[src/rtl/dpk_pkg.sv]
package dpk_pkg;

  localparam int WORD = 18;

  // status A bit positions
  localparam int A_IE_DONE = 11;
  localparam int A_IE_ATTN = 10;
  localparam int A_GO      = 9;
  localparam int A_WLERR   = 8;
  localparam int A_NXCYL   = 7;
  localparam int A_NXSURF  = 6;
  localparam int A_NXSECT  = 5;
  localparam int A_NOHDR   = 4;
  localparam int A_SELWL   = 3;
  localparam int A_SEEKINC = 2;
  localparam int A_DONE    = 1;
  localparam int A_ERR     = 0;

  // status B bit positions
  localparam int B_UNSAFE  = 9;
  localparam int B_PROGERR = 8;
  localparam int B_SEEKING = 1;
  localparam int B_NOTRDY  = 0;

  localparam logic [WORD-1:0] A_FIELD    = 18'o777000;
  localparam logic [WORD-1:0] A_LATCHED  = 18'o000762;
  localparam logic [WORD-1:0] A_ERRMASK  = 18'o000764;
  localparam logic [WORD-1:0] A_CLRMASK  = 18'o000022;
  localparam logic [WORD-1:0] B_ERRFLAGS = 18'o000774;
  localparam logic [WORD-1:0] B_ERRMASK  = 18'o001774;
  localparam logic [WORD-1:0] B_ATTNS    = 18'o776000;

  typedef enum logic [4:0] {
    OP_NONE, OP_SKIP_ANY, OP_SKIP_ATTN, OP_SKIP_DONE, OP_SKIP_ERR, OP_SKIP_ONE,
    OP_RD_STA, OP_RD_STB, OP_RD_CYL, OP_RD_DA, OP_RD_MA, OP_RD_WC,
    OP_LD_DA, OP_CLR_STAT, OP_LD_MA, OP_LD_WC,
    OP_FLD_CLR, OP_FLD_AND, OP_FLD_OR, OP_FLD_SET
  } op_e;

  function automatic logic [3:0] da_sector(input logic [WORD-1:0] da);
    return da[3:0];
  endfunction

  function automatic logic [4:0] da_surface(input logic [WORD-1:0] da);
    return da[9:5];
  endfunction

  function automatic logic [7:0] da_cylinder(input logic [WORD-1:0] da);
    return da[17:10];
  endfunction

  // rewrite of the software field; low bits always kept from old
  function automatic logic [WORD-1:0] field_write(input op_e op,
                                                  input logic [WORD-1:0] old_w,
                                                  input logic [WORD-1:0] acc);
    logic [WORD-1:0] r;
    case (op)
      OP_FLD_CLR: r = old_w & ~A_FIELD;
      OP_FLD_AND: r = old_w & (acc | ~A_FIELD);
      OP_FLD_OR:  r = old_w | (acc & A_FIELD);
      OP_FLD_SET: r = (old_w & ~A_FIELD) | (acc & A_FIELD);
      default:    r = old_w;
    endcase
    return r;
  endfunction

endpackage

[src/rtl/dpk_pulse_decode.sv]
module dpk_pulse_decode
  import dpk_pkg::*;
(
  input  logic       valid,
  input  logic       group,
  input  logic [5:0] pulse,
  output op_e        op,
  output logic       load_kind
);

  assign load_kind = valid && (pulse[2:0] == 3'd4);

  always_comb begin
    op = OP_NONE;
    if (valid) begin
      if (!group) begin
        case (pulse)
          6'o01:   op = OP_SKIP_ANY;
          6'o21:   op = OP_SKIP_ATTN;
          6'o41:   op = OP_SKIP_DONE;
          6'o61:   op = OP_SKIP_ERR;
          6'o02:   op = OP_RD_STA;
          6'o22:   op = OP_RD_STB;
          6'o04:   op = OP_LD_DA;
          6'o24:   op = OP_CLR_STAT;
          6'o44:   op = OP_LD_MA;
          6'o64:   op = OP_LD_WC;
          default: op = OP_NONE;
        endcase
      end else begin
        case (pulse)
          6'o21:   op = OP_SKIP_ONE;
          6'o02:   op = OP_RD_CYL;
          6'o22:   op = OP_RD_DA;
          6'o42:   op = OP_RD_MA;
          6'o62:   op = OP_RD_WC;
          6'o04:   op = OP_FLD_CLR;
          6'o24:   op = OP_FLD_AND;
          6'o44:   op = OP_FLD_OR;
          6'o64:   op = OP_FLD_SET;
          default: op = OP_NONE;
        endcase
      end
    end
  end

endmodule

[src/rtl/dpk_unit_view.sv]
module dpk_unit_view #(
  parameter int NDRV    = 8,
  parameter int CYLW    = 8,
  parameter int NUM_CYL = 203
) (
  input  logic [2:0]         unit,
  input  logic [NDRV-1:0]    attached,
  input  logic [NDRV-1:0]    active,
  input  logic [NDRV-1:0]    seeking,
  input  logic [NDRV-1:0]    wlock,
  input  logic [NDRV*CYLW-1:0] cyl_flat,
  output logic               sel_wlock,
  output logic               sel_seekinc,
  output logic               sel_unsafe,
  output logic               sel_seeking,
  output logic               sel_notrdy,
  output logic               sel_active,
  output logic [CYLW-1:0]    sel_cyl
);

  localparam logic [CYLW:0] CYL_LIMIT = (CYLW+1)'(NUM_CYL);

  logic att, act, skg;

  always_comb begin
    att       = 1'b0;
    act       = 1'b0;
    skg       = 1'b0;
    sel_wlock = 1'b0;
    sel_cyl   = '0;
    for (int i = 0; i < NDRV; i++) begin
      if (unit == 3'(i)) begin
        att       = attached[i];
        act       = active[i];
        skg       = seeking[i];
        sel_wlock = wlock[i];
        sel_cyl   = cyl_flat[i*CYLW +: CYLW];
      end
    end
    sel_active  = att && act;
    sel_unsafe  = !att;
    sel_seeking = att && act && skg;
    sel_notrdy  = !att || (act && skg);
    sel_seekinc = att && !act && ({1'b0, sel_cyl} >= CYL_LIMIT);
  end

endmodule

[src/rtl/dpk_status_merge.sv]
module dpk_status_merge
  import dpk_pkg::*;
(
  input  logic [WORD-1:0] sta_lat,
  input  logic [WORD-1:0] stb_lat,
  input  logic            sel_wlock,
  input  logic            sel_seekinc,
  input  logic            sel_unsafe,
  input  logic            sel_seeking,
  input  logic            sel_notrdy,
  output logic [WORD-1:0] sta_word,
  output logic [WORD-1:0] stb_word,
  output logic            any_attn,
  output logic            irq
);

  logic [WORD-1:0] sta_pre;
  logic            err_sum;

  always_comb begin
    sta_pre = sta_lat;
    sta_pre[A_SELWL]   = sel_wlock;
    sta_pre[A_SEEKINC] = sel_seekinc;
    sta_pre[A_ERR]     = 1'b0;
    stb_word = stb_lat;
    stb_word[B_UNSAFE]  = sel_unsafe;
    stb_word[B_SEEKING] = sel_seeking;
    stb_word[B_NOTRDY]  = sel_notrdy;
    err_sum  = (|(sta_pre & A_ERRMASK)) || (|(stb_word & B_ERRMASK));
    sta_word = sta_pre;
    sta_word[A_ERR] = err_sum;
    any_attn = |(stb_word & B_ATTNS);
    irq = ((sta_word[A_DONE] || err_sum) && sta_word[A_IE_DONE]) ||
          (any_attn && sta_word[A_IE_ATTN]);
  end

endmodule

[src/rtl/dpk_regfile.sv]
module dpk_regfile
  import dpk_pkg::*;
#(
  parameter int NDRV     = 8,
  parameter int CYLW     = 8,
  parameter int NUM_SECT = 10,
  parameter int NUM_SURF = 20,
  parameter int NUM_CYL  = 203
) (
  input  logic                 clk,
  input  logic                 rst,
  input  logic                 pio_valid,
  input  logic                 pio_group,
  input  logic [5:0]           pio_pulse,
  input  logic [17:0]          pio_acc_in,
  output logic [17:0]          pio_acc_out,
  output logic                 pio_skip,
  input  logic [NDRV-1:0]      drv_attached,
  input  logic [NDRV-1:0]      drv_active,
  input  logic [NDRV-1:0]      drv_seeking,
  input  logic [NDRV-1:0]      drv_wlock,
  input  logic [NDRV*CYLW-1:0] drv_cyl,
  input  logic                 seq_release,
  input  logic                 seq_done,
  input  logic [NDRV-1:0]      seq_attn,
  input  logic [17:0]          seq_set_a,
  input  logic [17:0]          seq_set_b,
  output logic                 go_strobe,
  output logic [2:0]           go_unit,
  output logic [2:0]           go_func,
  output logic [17:0]          xfer_da,
  output logic [17:0]          xfer_ma,
  output logic [17:0]          xfer_wc,
  output logic                 busy,
  output logic                 irq
);

  localparam logic [4:0] SECT_LIM = 5'(NUM_SECT);
  localparam logic [5:0] SURF_LIM = 6'(NUM_SURF);
  localparam logic [8:0] CYL_LIM  = 9'(NUM_CYL);

  // registered state
  logic [WORD-1:0] sta_q, stb_q, da_q, ma_q, wc_q;
  logic            busy_q, go_q;
  logic [2:0]      go_unit_q, go_func_q;

  // next state and named events
  logic [WORD-1:0] sta_n, stb_n, da_n, ma_n, wc_n;
  logic            busy_n, go_now, blocked_load;
  logic [2:0]      cmd_unit;
  logic [WORD-1:0] sta_after_fld;

  op_e  op;
  logic load_kind;

  logic sel_wlock, sel_seekinc, sel_unsafe, sel_seeking, sel_notrdy, sel_active;
  logic [CYLW-1:0] sel_cyl;
  logic [WORD-1:0] sta_word, stb_word;
  logic any_attn;

  // unit lookup for the go check, taken from the field after the rewrite
  logic [7:0] act_pad, att_pad;
  genvar g;
  generate
    for (g = 0; g < 8; g++) begin : g_pad
      if (g < NDRV) begin : g_real
        assign act_pad[g] = drv_active[g];
        assign att_pad[g] = drv_attached[g];
      end else begin : g_none
        assign act_pad[g] = 1'b0;
        assign att_pad[g] = 1'b0;
      end
    end
  endgenerate

  dpk_pulse_decode u_decode (
    .valid     (pio_valid),
    .group     (pio_group),
    .pulse     (pio_pulse),
    .op        (op),
    .load_kind (load_kind)
  );

  dpk_unit_view #(.NDRV(NDRV), .CYLW(CYLW), .NUM_CYL(NUM_CYL)) u_view (
    .unit        (sta_q[17:15]),
    .attached    (drv_attached),
    .active      (drv_active),
    .seeking     (drv_seeking),
    .wlock       (drv_wlock),
    .cyl_flat    (drv_cyl),
    .sel_wlock   (sel_wlock),
    .sel_seekinc (sel_seekinc),
    .sel_unsafe  (sel_unsafe),
    .sel_seeking (sel_seeking),
    .sel_notrdy  (sel_notrdy),
    .sel_active  (sel_active),
    .sel_cyl     (sel_cyl)
  );

  dpk_status_merge u_merge (
    .sta_lat     (sta_q),
    .stb_lat     (stb_q),
    .sel_wlock   (sel_wlock),
    .sel_seekinc (sel_seekinc),
    .sel_unsafe  (sel_unsafe),
    .sel_seeking (sel_seeking),
    .sel_notrdy  (sel_notrdy),
    .sta_word    (sta_word),
    .stb_word    (stb_word),
    .any_attn    (any_attn),
    .irq         (irq)
  );

  assign blocked_load  = load_kind && busy_q;
  assign sta_after_fld = field_write(op, sta_q, pio_acc_in);
  assign cmd_unit      = sta_after_fld[17:15];

  always_comb begin
    sta_n  = sta_q;
    stb_n  = stb_q;
    da_n   = da_q;
    ma_n   = ma_q;
    wc_n   = wc_q;
    busy_n = busy_q;
    go_now = 1'b0;

    if (blocked_load) begin
      stb_n[B_PROGERR] = 1'b1;
    end else begin
      case (op)
        OP_LD_DA: begin
          da_n = pio_acc_in;
          if ({1'b0, da_sector(pio_acc_in)} >= SECT_LIM)   sta_n[A_NXSECT] = 1'b1;
          if ({1'b0, da_surface(pio_acc_in)} >= SURF_LIM)  sta_n[A_NXSURF] = 1'b1;
          if ({1'b0, da_cylinder(pio_acc_in)} >= CYL_LIM)  sta_n[A_NXCYL]  = 1'b1;
        end
        OP_CLR_STAT: begin
          sta_n = sta_q & ~A_CLRMASK;
          stb_n = stb_q & ~B_ERRFLAGS;
        end
        OP_LD_MA: ma_n = pio_acc_in;
        OP_LD_WC: wc_n = pio_acc_in;
        OP_FLD_CLR, OP_FLD_AND, OP_FLD_OR, OP_FLD_SET: begin
          sta_n = sta_after_fld;
          if (sta_after_fld[A_GO] && !(att_pad[cmd_unit] && act_pad[cmd_unit])) begin
            go_now = 1'b1;
            busy_n = 1'b1;
            sta_n  = sta_after_fld & ~A_CLRMASK;
            stb_n  = stb_q & ~B_ERRFLAGS;
            stb_n[17 - int'(cmd_unit)] = 1'b0;
          end
        end
        default: ;
      endcase
    end

    // sequencer events are applied after the pulse effects
    if (seq_release && !go_now) busy_n = 1'b0;
    if (seq_done) sta_n[A_DONE] = 1'b1;
    sta_n = sta_n | (seq_set_a & A_LATCHED & ~(18'(1) << A_DONE));
    stb_n = stb_n | (seq_set_b & B_ERRFLAGS);
    for (int i = 0; i < NDRV; i++) begin
      if (seq_attn[i]) stb_n[17 - i] = 1'b1;
    end
  end

  always_ff @(posedge clk) begin
    if (rst) begin
      sta_q     <= '0;
      stb_q     <= '0;
      da_q      <= '0;
      ma_q      <= '0;
      wc_q      <= '0;
      busy_q    <= 1'b0;
      go_q      <= 1'b0;
      go_unit_q <= '0;
      go_func_q <= '0;
    end else begin
      sta_q     <= sta_n;
      stb_q     <= stb_n;
      da_q      <= da_n;
      ma_q      <= ma_n;
      wc_q      <= wc_n;
      busy_q    <= busy_n;
      go_q      <= go_now;
      if (go_now) begin
        go_unit_q <= sta_after_fld[17:15];
        go_func_q <= sta_after_fld[14:12];
      end
    end
  end

  always_comb begin
    pio_acc_out = pio_acc_in;
    case (op)
      OP_RD_STA: pio_acc_out = sta_word;
      OP_RD_STB: pio_acc_out = stb_word;
      OP_RD_CYL: pio_acc_out = 18'(sel_cyl);
      OP_RD_DA:  pio_acc_out = da_q;
      OP_RD_MA:  pio_acc_out = ma_q;
      OP_RD_WC:  pio_acc_out = wc_q;
      default: ;
    endcase
  end

  always_comb begin
    case (op)
      OP_SKIP_ANY:  pio_skip = sta_word[A_DONE] || sta_word[A_ERR] || any_attn;
      OP_SKIP_ATTN: pio_skip = any_attn;
      OP_SKIP_DONE: pio_skip = sta_word[A_DONE];
      OP_SKIP_ERR:  pio_skip = sta_word[A_ERR];
      OP_SKIP_ONE:  pio_skip = 1'b1;
      default:      pio_skip = 1'b0;
    endcase
  end

  assign go_strobe = go_q;
  assign go_unit   = go_unit_q;
  assign go_func   = go_func_q;
  assign xfer_da   = da_q;
  assign xfer_ma   = ma_q;
  assign xfer_wc   = wc_q;
  assign busy      = busy_q;

endmodule

[config.mk]
export PLATFORM = sky130hd
export DESIGN_NAME = dpk_regfile
export DESIGN_NICKNAME = d
export VERILOG_FILES = /design/src/rtl/dpk_pkg.sv /design/src/rtl/dpk_pulse_decode.sv /design/src/rtl/dpk_unit_view.sv /design/src/rtl/dpk_status_merge.sv /design/src/rtl/dpk_regfile.sv
export SDC_FILE = /design/constraint.sdc
export NUM_CORES = 1
export LEC_CHECK = 0
export BUFFER_PORTS_ARGS = -buffer_cell sky130_fd_sc_hd__buf_4
export CORE_UTILIZATION = 35
export CTS_CLUSTER_SIZE = 10
export DETAILED_ROUTE_END_ITERATION = 12
export GPL_TIMING_DRIVEN = 1
export PLACE_DENSITY_LB_ADDON = 0.25
export SETUP_SLACK_MARGIN = 0.02
export SLEW_MARGIN = 20
export SYNTH_ARGS = -nofsm -noshare
export SYNTH_HDL_FRONTEND = slang
export SYNTH_SLANG_ARGS = --single-unit
[constraint.sdc]
create_clock -name clk -period 6 [get_ports clk]
set_clock_uncertainty 0.15 [all_clocks]
set_input_delay 0.6 -clock clk [delete_from_list [all_inputs] [get_ports clk]]
set_output_delay 0.6 -clock clk [all_outputs]
set_load 0.01 [all_outputs]
# After elaboration in Yosys (flattened, before gate mapping)

Index checks and enable logic that the tools add are counted.

Equality and inequality tests: 39
Order comparisons: 7
Muxes and demuxes: 78
Reductions and logical operators: 32
$add $sub $neg: 1
Bitwise operators: 8

Operators with widths:

| cell                                                     | count |
|---|---|
| one-hot mux 18 bit (6 select lines)                      | 1 |
| two-way mux 8 bit                                        | 9 |
| one-hot mux 18 bit (4 select lines)                      | 1 |
| two-way mux 1 bit                                        | 51 |
| one-hot mux 5 bit (9 select lines)                       | 1 |
| equality test 5 x 4 -> 1 bit, second input constant      | 8 |
| one-hot mux 4 bit (10 select lines)                      | 1 |
| bitwise AND 18 bit                                       | 2 |
| equality test 6 bit, second input constant               | 6 |
| two-way mux 18 bit                                       | 2 |
| bitwise OR 18 x 9 -> 18 bit                              | 2 |
| one-hot mux 18 bit (2 select lines)                      | 1 |
| equality test 5 x 3 -> 1 bit, second input constant      | 4 |
| equality test 5 bit, second input constant               | 4 |
| equality test 6 x 5 -> 1 bit, second input constant      | 3 |
| inverter 18 bit                                          | 1 |
| bitwise OR 18 bit                                        | 1 |
| bitwise OR 9 x 18 -> 18 bit                              | 1 |
| greater-or-equal comparator 8 bit, second input constant | 2 |
| OR reduction 8 bit                                       | 2 |
| equality test 3 bit, second input constant               | 5 |
| two-way mux 5 bit                                        | 3 |
| logical AND 1 bit                                        | 13 |
| equality test 5 x 2 -> 1 bit, second input constant      | 2 |
| 28 further kinds                                         | 39 |

Logic and storage cells: 174
Output and inout port bits: 82
Flip-flop bits (word level): 98
Input bits: 170

# Longest topological paths before layout

Gate-level depths: netlist of the first run.

Depth in word-level cells: 18
Mapped depth: 13
Gate-level depth less buffers: 11

# Modules after synthesis

Synthesis of the first run repeated with hierarchy kept, for this count alone.

Cell total of the unflattened synthesis: 728
Area total of the unflattened synthesis: 6043.3 um^2

By module, submodules not included:

| module           | cells each | instances | area an instance (um^2) |
|---|---|---|---|
| dpk_regfile      | 558        | 1         | 4516.8 |
| dpk_unit_view    | 95         | 1         | 979.7 |
| dpk_status_merge | 46         | 1         | 337.8 |
| dpk_pulse_decode | 29         | 1         | 209.0 |

# Worst setup path after synthesis of the first run

No wires, ideal clock.

Path kind: input-to-output
Start point: input pio_pulse[5]
End point: output pio_acc_out[5]
Stages: 12
Setup slack: 2.297 ns
Arrival: 2.953 ns
Path buffers: 5
Required time: 5.250 ns
Path through: buf_2 nor4bb_1 o21ai_2 o22ai_1 buf_2 and3_4 clkbuf_1 and2_1 clkbuf_1 buf_2 a22oi_1 a41oi_1

Longest elaborated chain between the ends: 6

Ends and longest elaborated chain:

| element                                                                                   | line                                           | source |
|---|---|---|
| start: declaration                                                                        | dpk_regfile.sv:14                              | `input logic [5:0] pio_pulse,` |
| equality test 6 bit, or another cell as far along                                         | dpk_pulse_decode.sv:17, dpk_pulse_decode.sv:31 |  |
| one-hot mux 4 bit (10 select lines) or one-hot mux 5 bit (9 select lines) (tied branches) | dpk_pulse_decode.sv:17, dpk_pulse_decode.sv:31 |  |
| two-way mux 5 bit (*)                                                                     | dpk_pulse_decode.sv:16                         | `if (!group) begin` |
| two-way mux 5 bit (*)                                                                     | dpk_pulse_decode.sv:15                         | `if (valid) begin` |
| equality test 5 x 4 -> 1 bit or equality test 5 x 3 -> 1 bit (tied branches)              | dpk_regfile.sv:195                             | `case (op)` |
| one-hot mux 18 bit (6 select lines) (*)                                                   | dpk_regfile.sv:195                             |  |
| end: declaration                                                                          | dpk_regfile.sv:16                              | `output logic [17:0] pio_acc_out,` |

Every way passes the cells marked *; elsewhere a longest branch is shown, timed or not.

# Final worst setup path of the first run

Start point: register sta_q[16]
End point: output pio_acc_out[0]

Longest elaborated chain between the ends: 15

Ends and longest elaborated chain:

| element                                                                    | line               | source |
|---|---|---|
| start: declaration                                                         | dpk_regfile.sv:43  | `logic [WORD-1:0] sta_q, stb_q, da_q, ma_q, wc_q;` |
| start signal: assignment                                                   | dpk_regfile.sv:179 | `sta_q <= sta_n;` |
| branches (longest 14 deep; another with greater-or-equal comparator 8 bit) | --                 |  |
| one-hot mux 18 bit (6 select lines) (*)                                    | dpk_regfile.sv:195 |  |

Every way passes the cells marked *.

==> impl_metrics.yaml, run 1 <==
timing:
  relSlewSlack_pct: 25.0
  slew_violations: 0
  hold_viol: 0
  fmax_mhz: 206
  rsz0062_at_grt: "false"
  worstMarginPinSlew_ns: 1.12
  post-route-min-period_ns: 4.85
  setup_tns_ns: 0
  timing.final.crit_share_pct: 80.8
  setup_viol: 0
global_route:
  grt_usage_pct: 25.2
  antenna_found_initial: 0
  grt_pass1_wl_um: 34800
  grt_max_degree: 87
  globalRoute.totalOverflow: 0
  grt_pass1_vias: 6370
synth:
  synth_xor_area_share_pct: 0.146
  seq_area_frac_synth_pct: 30.7
  synth_top_area_cell: "dfxtp_1"
  yosysWarnings: 0
  synthMuxAreaShare_pct: 9.28
  async_flop_share_pct: 0
  synth-simple-area-share_pct: 24.5
  synth-compound-area-share_pct: 29.7
  yosysTopAreaCellShare_pct: 30.7
  synth_most_common_cell: "nand2_1"
  synth_area_leaders: "dfxtp_1, nand2_1, a21oi_1"
  synth_fa_ha_area_share_pct: 0.417
  syn_nets: 964
  synth-edff-count: 0
  synth_top_family_by_area: "compound AO/OA/AOI/OAI gates"
  syn_area_um2: 6000
  synthCells: 792
  postSynthAreaPerCell_um2: 7.57
  synth_common_cells: "nand2_1, a21oi_1, dfxtp_1"
  yosys.cell_types.count: 72
  synth-main-ff-cell: "dfxtp_1"
  ys_ff_latch: 92
final_layout:
  final_area_um2: 8090
  area_growth_pct: 34.9
  antenna_cells: 0
  nets: 1151
  drive_gt1_share_pct: 29.6
route:
  detail-route-antenna-nets: 0
  drc: 0
  post_drt_via_cell_ratio: 5.53
  wl_per_cell_um: 18.6
  routed_wl_um: 22400
  first_pass_iters: 5
  route.vias.total: 6662
  drt_iter0_drc: 509
placement:
  port_buffers: 227
  place.gp.congestion: 0.868
  place_area_um2: 7810
  dp_hpwl_um: 16700
critical_path:
  crit_arrival_ns: 4.10
  slowest_stage: "dfxtp_1"
  cp_max_fo: 26
  cp-start-kind: "flip-flop"
  crit_family: "compound AO/OA/AOI/OAI gates"
  worstSetupPathType: "flip-flop to primary output"
  crit_chain: "inv_1 -> nor2_1 -> a221oi_1 -> o22ai_1 -> o21ai_0 -> a2111oi_0 -> nor3_1 -> nand2b_1 -> a41oi_1 -> buf_4"
  worstPathRequired_ns: 5.25
  cpPeakStageDelay_ns: 0.93
  crit_path_end_kind: "primary output"
  crit_buf_inv: 2
die:
  start_util_pct: 36.0
  rows: 47
  die_w_um: 133
  pin_count: 252
  fp.dieArea_um2: 17700
  die_h_um: 133
  core_um2: 16600
clock_network:
  postCtsSetupRepairBufs: 0
  ctsResizeCount: 0
  clkLatencyLatePin_ns: 0.35
  clkSlewWorstSetupHoldPaths_ns: 0.07
  cts-root-buf: "clkbuf_16"
  ctsHoldBuffers: 0
  clockBufferDepth: 2
  htreeDepth: 3
  cts_sinks: 92
  cts_tree: "yes"
  cts_made_buffers: 9
power:
  peakVddDrop_mv: 0.142
  p_leak_nw: 3.16
  power_density_nw_per_um2: 173
hold_path:
  hp-class: "input port to flip-flop"
status:
  outcome: "completed"
job:
  max_cap_viol_count: 0
## metrics by stage
| stage | cells | setup WS, ns | util [%] | power [mW] | hold WS, ns |
|---|---|---|---|---|---|
| after floorplan | 792 | 2.30 | - | 0.738 | 0.308 |
| after global placement | 1188 | 1.60 | 46.9 | 0.861 | 0.311 |
| after detailed placement | 1188 | 1.59 | 46.9 | 0.863 | 0.316 |
| after CTS | 1204 | 1.20 | 48.6 | 1.41 | 0.307 |
| after global routing | 1204 | 0.768 | 48.6 | 1.45 | 0.317 |
| final | 1204 | 1.15 | 48.6 | 1.40 | 0.321 |
## cells in the final DEF (no fill, tap or decap), types with 11 or more instances in the layout
master	n
buf_4	233
nand2_1	161
a21oi_1	102
dfxtp_1	91
nor2_1	78
a22oi_1	25
inv_1	21
a221oi_1	17
o21ai_1	14
mux2i_1	14
o21ai_0	13
mux4_2	12
nor2b_1	11
## state kept, by name (all words and copies together), names as in the netlist
register and count:
xfer_da 18, stb_q 15, xfer_ma 18, xfer_wc 18, go_func 3, go_unit 3, busy 1, sta_q 15
go_strobe 1
## final timing paths
kind,depth (start not counted),start,to,slack (ns)
hold reg to reg,2,xfer_wc[0]$_SDFFE_PP0P_,xfer_wc[0]$_SDFFE_PP0P_,0.32
setup reg to reg,6,sta_q[15]$_SDFFE_PP0P_,go_func[1]$_SDFFE_PP0P_,2.66
setup / recovery,10,sta_q[16]$_SDFFE_PP0P_,pio_acc_out[0],1.15
hold / removal,2,seq_set_b[8],stb_q[8]$_SDFF_PP0_,0.32
## per-layer routing
metal  share of wire (%)  vias up  GRT usage (%)
li1                    -     3239              -
met1                  43     3124           32.7
met2                  48      275           42.4
met3                 7.1       24           5.59
met4                 1.5        0           5.68
met5                   0        -              0
## report_power, final
part           leakage, nW  total (mW)  switching [mW]  internal [mW]
Combinational         2.27       0.213           0.101          0.113
Sequential           0.749       0.637          0.0133          0.623
Clock                0.136       0.553           0.248          0.304
Total                 3.16        1.40           0.363           1.04
## worst register-to-register path: stages (launching register included)
cell       delay (ns)
dfxtp_2          0.91
nand4_1          0.30
and3_1           0.40
a2111oi_4        0.48
a211oi_4         0.15
nor3_4           0.46
mux2_1           0.38
## final cells by class
cell class,count,area [um^2]
inverters,22,82.6
well taps,220,275
multi-input cells,621,3860
clock inverters,3,21.3
clock buffers,13,260
flip-flops and latches,92,1840
fillers,1673,8550
repair buffers,233,1750
## kinds of logic after synthesis
group                      Yosys count
and+or+nand+nor                    324
adders and majority gates            2
DFF                                 92
AOI/OAI and AO/OA                  255
buffers and inverters               79
xor gates and xnor gates             1
muxes                               39
Note: power is estimated with default switching activity, not from simulation.
==> run 2: changes to the inputs <==
==> constraint.sdc (replaced) <==
create_clock -name clk -period 4.5 [get_ports clk]
set_clock_uncertainty 0.15 [all_clocks]
set_input_delay 0.45 -clock clk [delete_from_list [all_inputs] [get_ports clk]]
set_output_delay 0.45 -clock clk [all_outputs]
set_load 0.01 [all_outputs]
==> run 2 against run 1 <==
Effect of this change: via count grew 1.5%; first-iteration DRC count grew 11%; worst hold slack got worse by 0.17 ns.
==> impl_metrics.yaml, run 2 (same netlist as run 1, synthesis figures left out) <==
critical_path:
  worstPathRequired_ns: 3.90
  crit_path_end_kind: "primary output"
  worstSetupPathType: "flip-flop to primary output"
  crit_arrival_ns: 3.49
  critPathLaunch: "sta_q[15]$_SDFFE_PP0P_"
  r2r-start: "sta_q[15]$_SDFFE_PP0P_"
  cp_max_fo: 19
  cp-start-kind: "flip-flop"
timing:
  hold_viol: 0
  fmax_mhz: 245
  rsz0062_at_grt: "false"
  slew_violations: 0
  post-route-min-period_ns: 4.09
  setup_tns_ns: 0
  timing.final.crit_share_pct: 90.8
  setup_viol: 0
  worstMarginPinSlew_ns: 0.883
  relSlewSlack_pct: 41.0
  postLayoutSetupSlackWorst_ns: 0.414
  timing.hold.ws_ns: 0.155
die:
  die_h_um: 133
  rows: 47
  pin_count: 252
  start_util_pct: 36.0
  core_um2: 16600
  fp.dieArea_um2: 17700
  die_w_um: 133
clock_network:
  clkSlewWorstSetupHoldPaths_ns: 0.07
  clkLatencyLatePin_ns: 0.36
  postCtsSetupRepairBufs: 0
  htreeDepth: 3
  cts-root-buf: "clkbuf_16"
  ctsHoldBuffers: 0
  clockBufferDepth: 2
  cts_sinks: 92
  cts_made_buffers: 9
  cts_tree: "yes"
route:
  first_pass_iters: 5
  drc: 0
  drt_iter0_drc: 563
  wl_per_cell_um: 18.6
  routed_wl_um: 22600
  detail-route-antenna-nets: 0
  post_drt_via_cell_ratio: 5.57
  route.vias.total: 6763
power:
  peakVddDrop_mv: 0.187
  switching_share_pct: 24.6
  power_density_nw_per_um2: 240
  power.internal_mw: 1.48
  clockPowerShare_pct: 42.3
  seq_power_share_pct: 43.1
  p_sw_mw: 0.485
  combPwrFrac_pct: 14.6
  p_leak_nw: 3.24
hold_path:
  worstHoldStart: "seq_set_b[8]"
  hp-class: "input port to flip-flop"
placement:
  dp_hpwl_um: 17000
  place_ws_ns: 0.636
  port_buffers: 227
  place.gp.congestion: 0.855
global_route:
  grt_max_degree: 50
  globalRoute.totalOverflow: 0
  grt_pass1_wl_um: 35400
  antenna_found_initial: 0
  grt_usage_pct: 25.4
  grt_pass1_vias: 6508
final_layout:
  antenna_cells: 0
  drive_gt1_share_pct: 30.4
  seq_area_um2: 1840
  area_growth_pct: 36.8
  multi_input_area_um2: 3850
  fill_cells: 1679
  layout_common_cells: "buf_4, nand2_1, a21oi_1, dfxtp_1, nor2_1"
  nets: 1162
  mostFrequentLayoutCell: "buf_4"
job:
  max_cap_viol_count: 0
status:
  outcome: "completed"
[run 2: changes by cell type in the layout (fill, tap and decap cells not counted)]
cell | before | now
clkbuf_8 | 2 | 1
bufinv_16 | 0 | 2
a2111oi_0 | 1 | 0
nor3_4 | 2 | 1
buf_4 | 233 | 244
clkinv_4 | 1 | 0
a2111oi_1 | 0 | 1
nor3_2 | 0 | 1
[run 2: repair_timing]
action,CTS,global route
resized for setup,0,1
endpoints found under the hold margin,0,0
endpoints found under the setup margin,0,1
[run 2: worst max-delay path, cell delays in order, from the launching register on]
cell	delay, ns
dfxtp_2	0.45
nor2b_1	0.48
a221o_1	0.27
a21oi_1	0.08
o22ai_1	0.32
o21ai_0	0.14
a2111oi_1	0.64
nor3_1	0.19
nand2b_1	0.19
a41oi_1	0.20
buf_4	0.16
[run 2: power groups by stage]
stage	Sequential (mW)	Clock [mW]	Combinational (mW)
3_3_place_gp	0.867	0	0.284
6_report	0.849	0.832	0.288
5_1_grt	0.851	0.873	0.311
3_5_place_dp	0.867	0	0.287
4_1_cts	0.848	0.840	0.288
2_1_floorplan	0.861	0	0.123
[run 2: layer usage]
metal	track usage (%)	vias up	wire, um
met5	0	-	0
met4	6.96	0	416
met3	5.06	32	1550
met2	42.5	294	10800
met1	33.1	3172	9830
li1	-	3265	-
[run 2: final cells by class]
cell class / instances / share of cell area [%]
inverters: 22 / 1.01
repair buffers: 244 / 22.3
flip-flops and latches: 92 / 22.5
clock buffers: 12 / 3.00
well taps: 220 / 3.36
multi-input cells: 621 / 47.0
clock inverters: 4 / 0.885
[run 2: worst paths after layout]
check | cells past startpoint | to | slack, ns
worst min register to register | 2 | xfer_da[14]$_SDFFE_PP0P_ | 0.32
worst max register to register | 8 | go_func[1]$_SDFFE_PP0P_ | 1.26
worst min-delay path | 2 | stb_q[8]$_SDFF_PP0_ | 0.16
worst max-delay path | 10 | pio_acc_out[0] | 0.41
[run 2: per-stage QoR]
| step | cells | instance area (um^2) | util, % | power [mW] |
|---|---|---|---|---|
| finish | 1215 | 8200 | 49.3 | 1.97 |
| global route | 1215 | 8200 | 49.3 | 2.03 |
| CTS | 1215 | 8200 | 49.3 | 1.98 |
| detailed placement | 1199 | 7880 | 47.4 | 1.15 |
| global placement | 1199 | 7880 | 47.4 | 1.15 |
| floorplan | 792 | 6000 | - | 0.984 |
==> run 3: changes to the inputs <==
--- a/config.mk
+++ b/config.mk
@@ -6,7 +6,7 @@
 export NUM_CORES = 1
 export LEC_CHECK = 0
 export BUFFER_PORTS_ARGS = -buffer_cell sky130_fd_sc_hd__buf_4
-export CORE_UTILIZATION = 35
+export CORE_UTILIZATION = 49
 export CTS_CLUSTER_SIZE = 10
 export DETAILED_ROUTE_END_ITERATION = 12
 export GPL_TIMING_DRIVEN = 1
==> run 3 against run 2 <==
Effect of this change: first-iteration DRC count grew 38%; register-to-register slack lost 0.02 ns; power shrank 0.36%; wire length shrank 6.2%; critical path depth is the same; fmax is essentially flat; die area shrank 28%; non-clock buffer count shrank 2; critical endpoint unchanged; largest cell class unchanged.
==> impl_metrics.yaml, run 3 (same netlist as run 1, synthesis figures left out) <==
timing:
  relSlewSlack_pct: 44.4
  worstMarginPinSlew_ns: 0.831
  hold_viol: 0
  post-route-min-period_ns: 4.08
  setup_viol: 0
  timing.final.crit_share_pct: 90.7
  slew_violations: 0
  setup_tns_ns: 0
  rsz0062_at_grt: "false"
  fmax_mhz: 245
final_layout:
  area_growth_pct: 35.0
  mostFrequentLayoutCell: "buf_4"
  seq_area_um2: 1840
  layout_common_cells: "buf_4, nand2_1, a21oi_1, dfxtp_1, nor2_1"
  drive_gt1_share_pct: 30.3
  multi_input_area_um2: 3850
  fill_cells: 1078
  antenna_cells: 0
  nets: 1160
die:
  start_util_pct: 50.1
  die_h_um: 113
  die_w_um: 113
  core_um2: 12000
  rows: 40
  fp.dieArea_um2: 12700
  pin_count: 252
global_route:
  grt_max_degree: 67
  grt_usage_pct: 33.0
  grt_pass1_wl_um: 33100
  grt_pass1_vias: 6391
  globalRoute.totalOverflow: 0
  antenna_found_initial: 0
power:
  power.internal_mw: 1.47
  p_leak_nw: 3.23
  power_density_nw_per_um2: 242
  clockPowerShare_pct: 42.2
  switching_share_pct: 24.9
  seq_power_share_pct: 43.3
  finalPower_mw: 1.96
  peakVddDrop_mv: 0.225
  p_sw_mw: 0.488
  combPwrFrac_pct: 14.5
route:
  route.vias.total: 6899
  routed_wl_um: 21200
  drc: 0
  post_drt_via_cell_ratio: 6.05
  first_pass_iters: 6
  detail-route-antenna-nets: 0
  drt_iter0_drc: 777
  wl_per_cell_um: 18.6
clock_network:
  ctsHoldBuffers: 0
  ctsResizeCount: 0
  clockBufferDepth: 2
  postCtsSetupRepairBufs: 0
  cts_sinks: 92
  cts_made_buffers: 9
  cts-root-buf: "clkbuf_16"
  cts_tree: "yes"
  clkLatencyLatePin_ns: 0.34
  htreeDepth: 3
  clkSlewWorstSetupHoldPaths_ns: 0.06
placement:
  dp_hpwl_um: 15700
  place.gp.congestion: 0.926
  port_buffers: 227
critical_path:
  r2r-start: "sta_q[15]$_SDFFE_PP0P_"
  reg2regPathDepth: 8
  crit_path_end_kind: "primary output"
  crit_chain: "nor2b_1 -> a221o_1 -> a21oi_1 -> o22ai_1 -> o21ai_0 -> a2111oi_0 -> nor3_1 -> nand2b_1 -> a41oi_1 -> buf_4"
  slowest_stage: "a2111oi_0"
  cp-start-kind: "flip-flop"
  cpPeakStageDelay_ns: 0.75
  worstSetupPathType: "flip-flop to primary output"
  worstPathRequired_ns: 3.90
  regToRegSetupSlack_ns: 1.24
  cp_max_fo: 16
  rr_endpoint: "go_func[0]$_SDFFE_PP0P_"
  crit_arrival_ns: 3.48
status:
  outcome: "completed"
hold_path:
  hold_end: "stb_q[8]$_SDFF_PP0_"
  hp-class: "input port to flip-flop"
  worstHoldStart: "seq_set_b[8]"
  whs_path_depth: 2
job:
  max_cap_viol_count: 0
## run 3: metal layers
metal | part of all wire, % | global-route usage [%] | vias up
met3 | 9.9 | 6.26 | 45
met5 | 0 | 0 | -
met2 | 47 | 55.8 | 403
met4 | 2.6 | 11.6 | 0
li1 | - | - | 3262
met1 | 40 | 42.0 | 3189
## run 3: how the worst max path moves through the flow
stage                                 startpoint        endpoint  slack, ns  cells past startpoint
after global placement                 pio_group  pio_acc_out[1]       0.73                     10
after floorplan                     pio_pulse[5]  pio_acc_out[5]       1.10                     12
after global routing      sta_q[15]$_SDFFE_PP0P_  pio_acc_out[0]       0.25                     10
after detailed placement            pio_pulse[0]  pio_acc_out[1]       0.71                     10
final                     sta_q[15]$_SDFFE_PP0P_  pio_acc_out[0]       0.42                     10
after CTS                 sta_q[15]$_SDFFE_PP0P_  pio_acc_out[0]       0.44                     10
## run 3: power groups by stage
| stage | Clock, mW | Combinational (mW) | Sequential, mW |
|---|---|---|---|
| 5_1_grt | 0.868 | 0.306 | 0.851 |
| 4_1_cts | 0.833 | 0.282 | 0.848 |
| 2_1_floorplan | 0 | 0.123 | 0.861 |
| 6_report | 0.828 | 0.285 | 0.849 |
| 3_5_place_dp | 0 | 0.281 | 0.866 |
| 3_3_place_gp | 0 | 0.277 | 0.866 |
## run 3: area by class of cell
cell class,count,share of cell area [%]
Clock buffer,10,2.83
Clock inverter,6,1.16
Inverter,22,1.02
Multi-Input combinational cell,621,47.5
Sequential cell,92,22.8
Tap cell,147,2.27
Timing Repair Buffer,242,22.4
## run 3: per-stage QoR
| step | std cells | worst slack [ns] | instance area (um^2) | utilization [%] | hold WS, ns |
|---|---|---|---|---|---|
| after floorplan | 792 | 1.10 | 6000 | - | 0.308 |
| after global placement | 1124 | 0.732 | 7780 | 65.0 | 0.309 |
| after detailed placement | 1124 | 0.708 | 7780 | 65.0 | 0.313 |
| after CTS | 1140 | 0.445 | 8100 | 67.7 | 0.164 |
| after global routing | 1140 | 0.248 | 8100 | 67.7 | 0.181 |
| final | 1140 | 0.417 | 8100 | 67.7 | 0.174 |
## run 3: worst max-delay path: cells and delay by family (launching register included)
kind | cells | cell delay (ns)
buffers and inverters | 1 | 0.16
and+or+nand+nor | 3 | 0.82
DFF | 1 | 0.42
AOI/OAI and AO/OA | 6 | 1.72
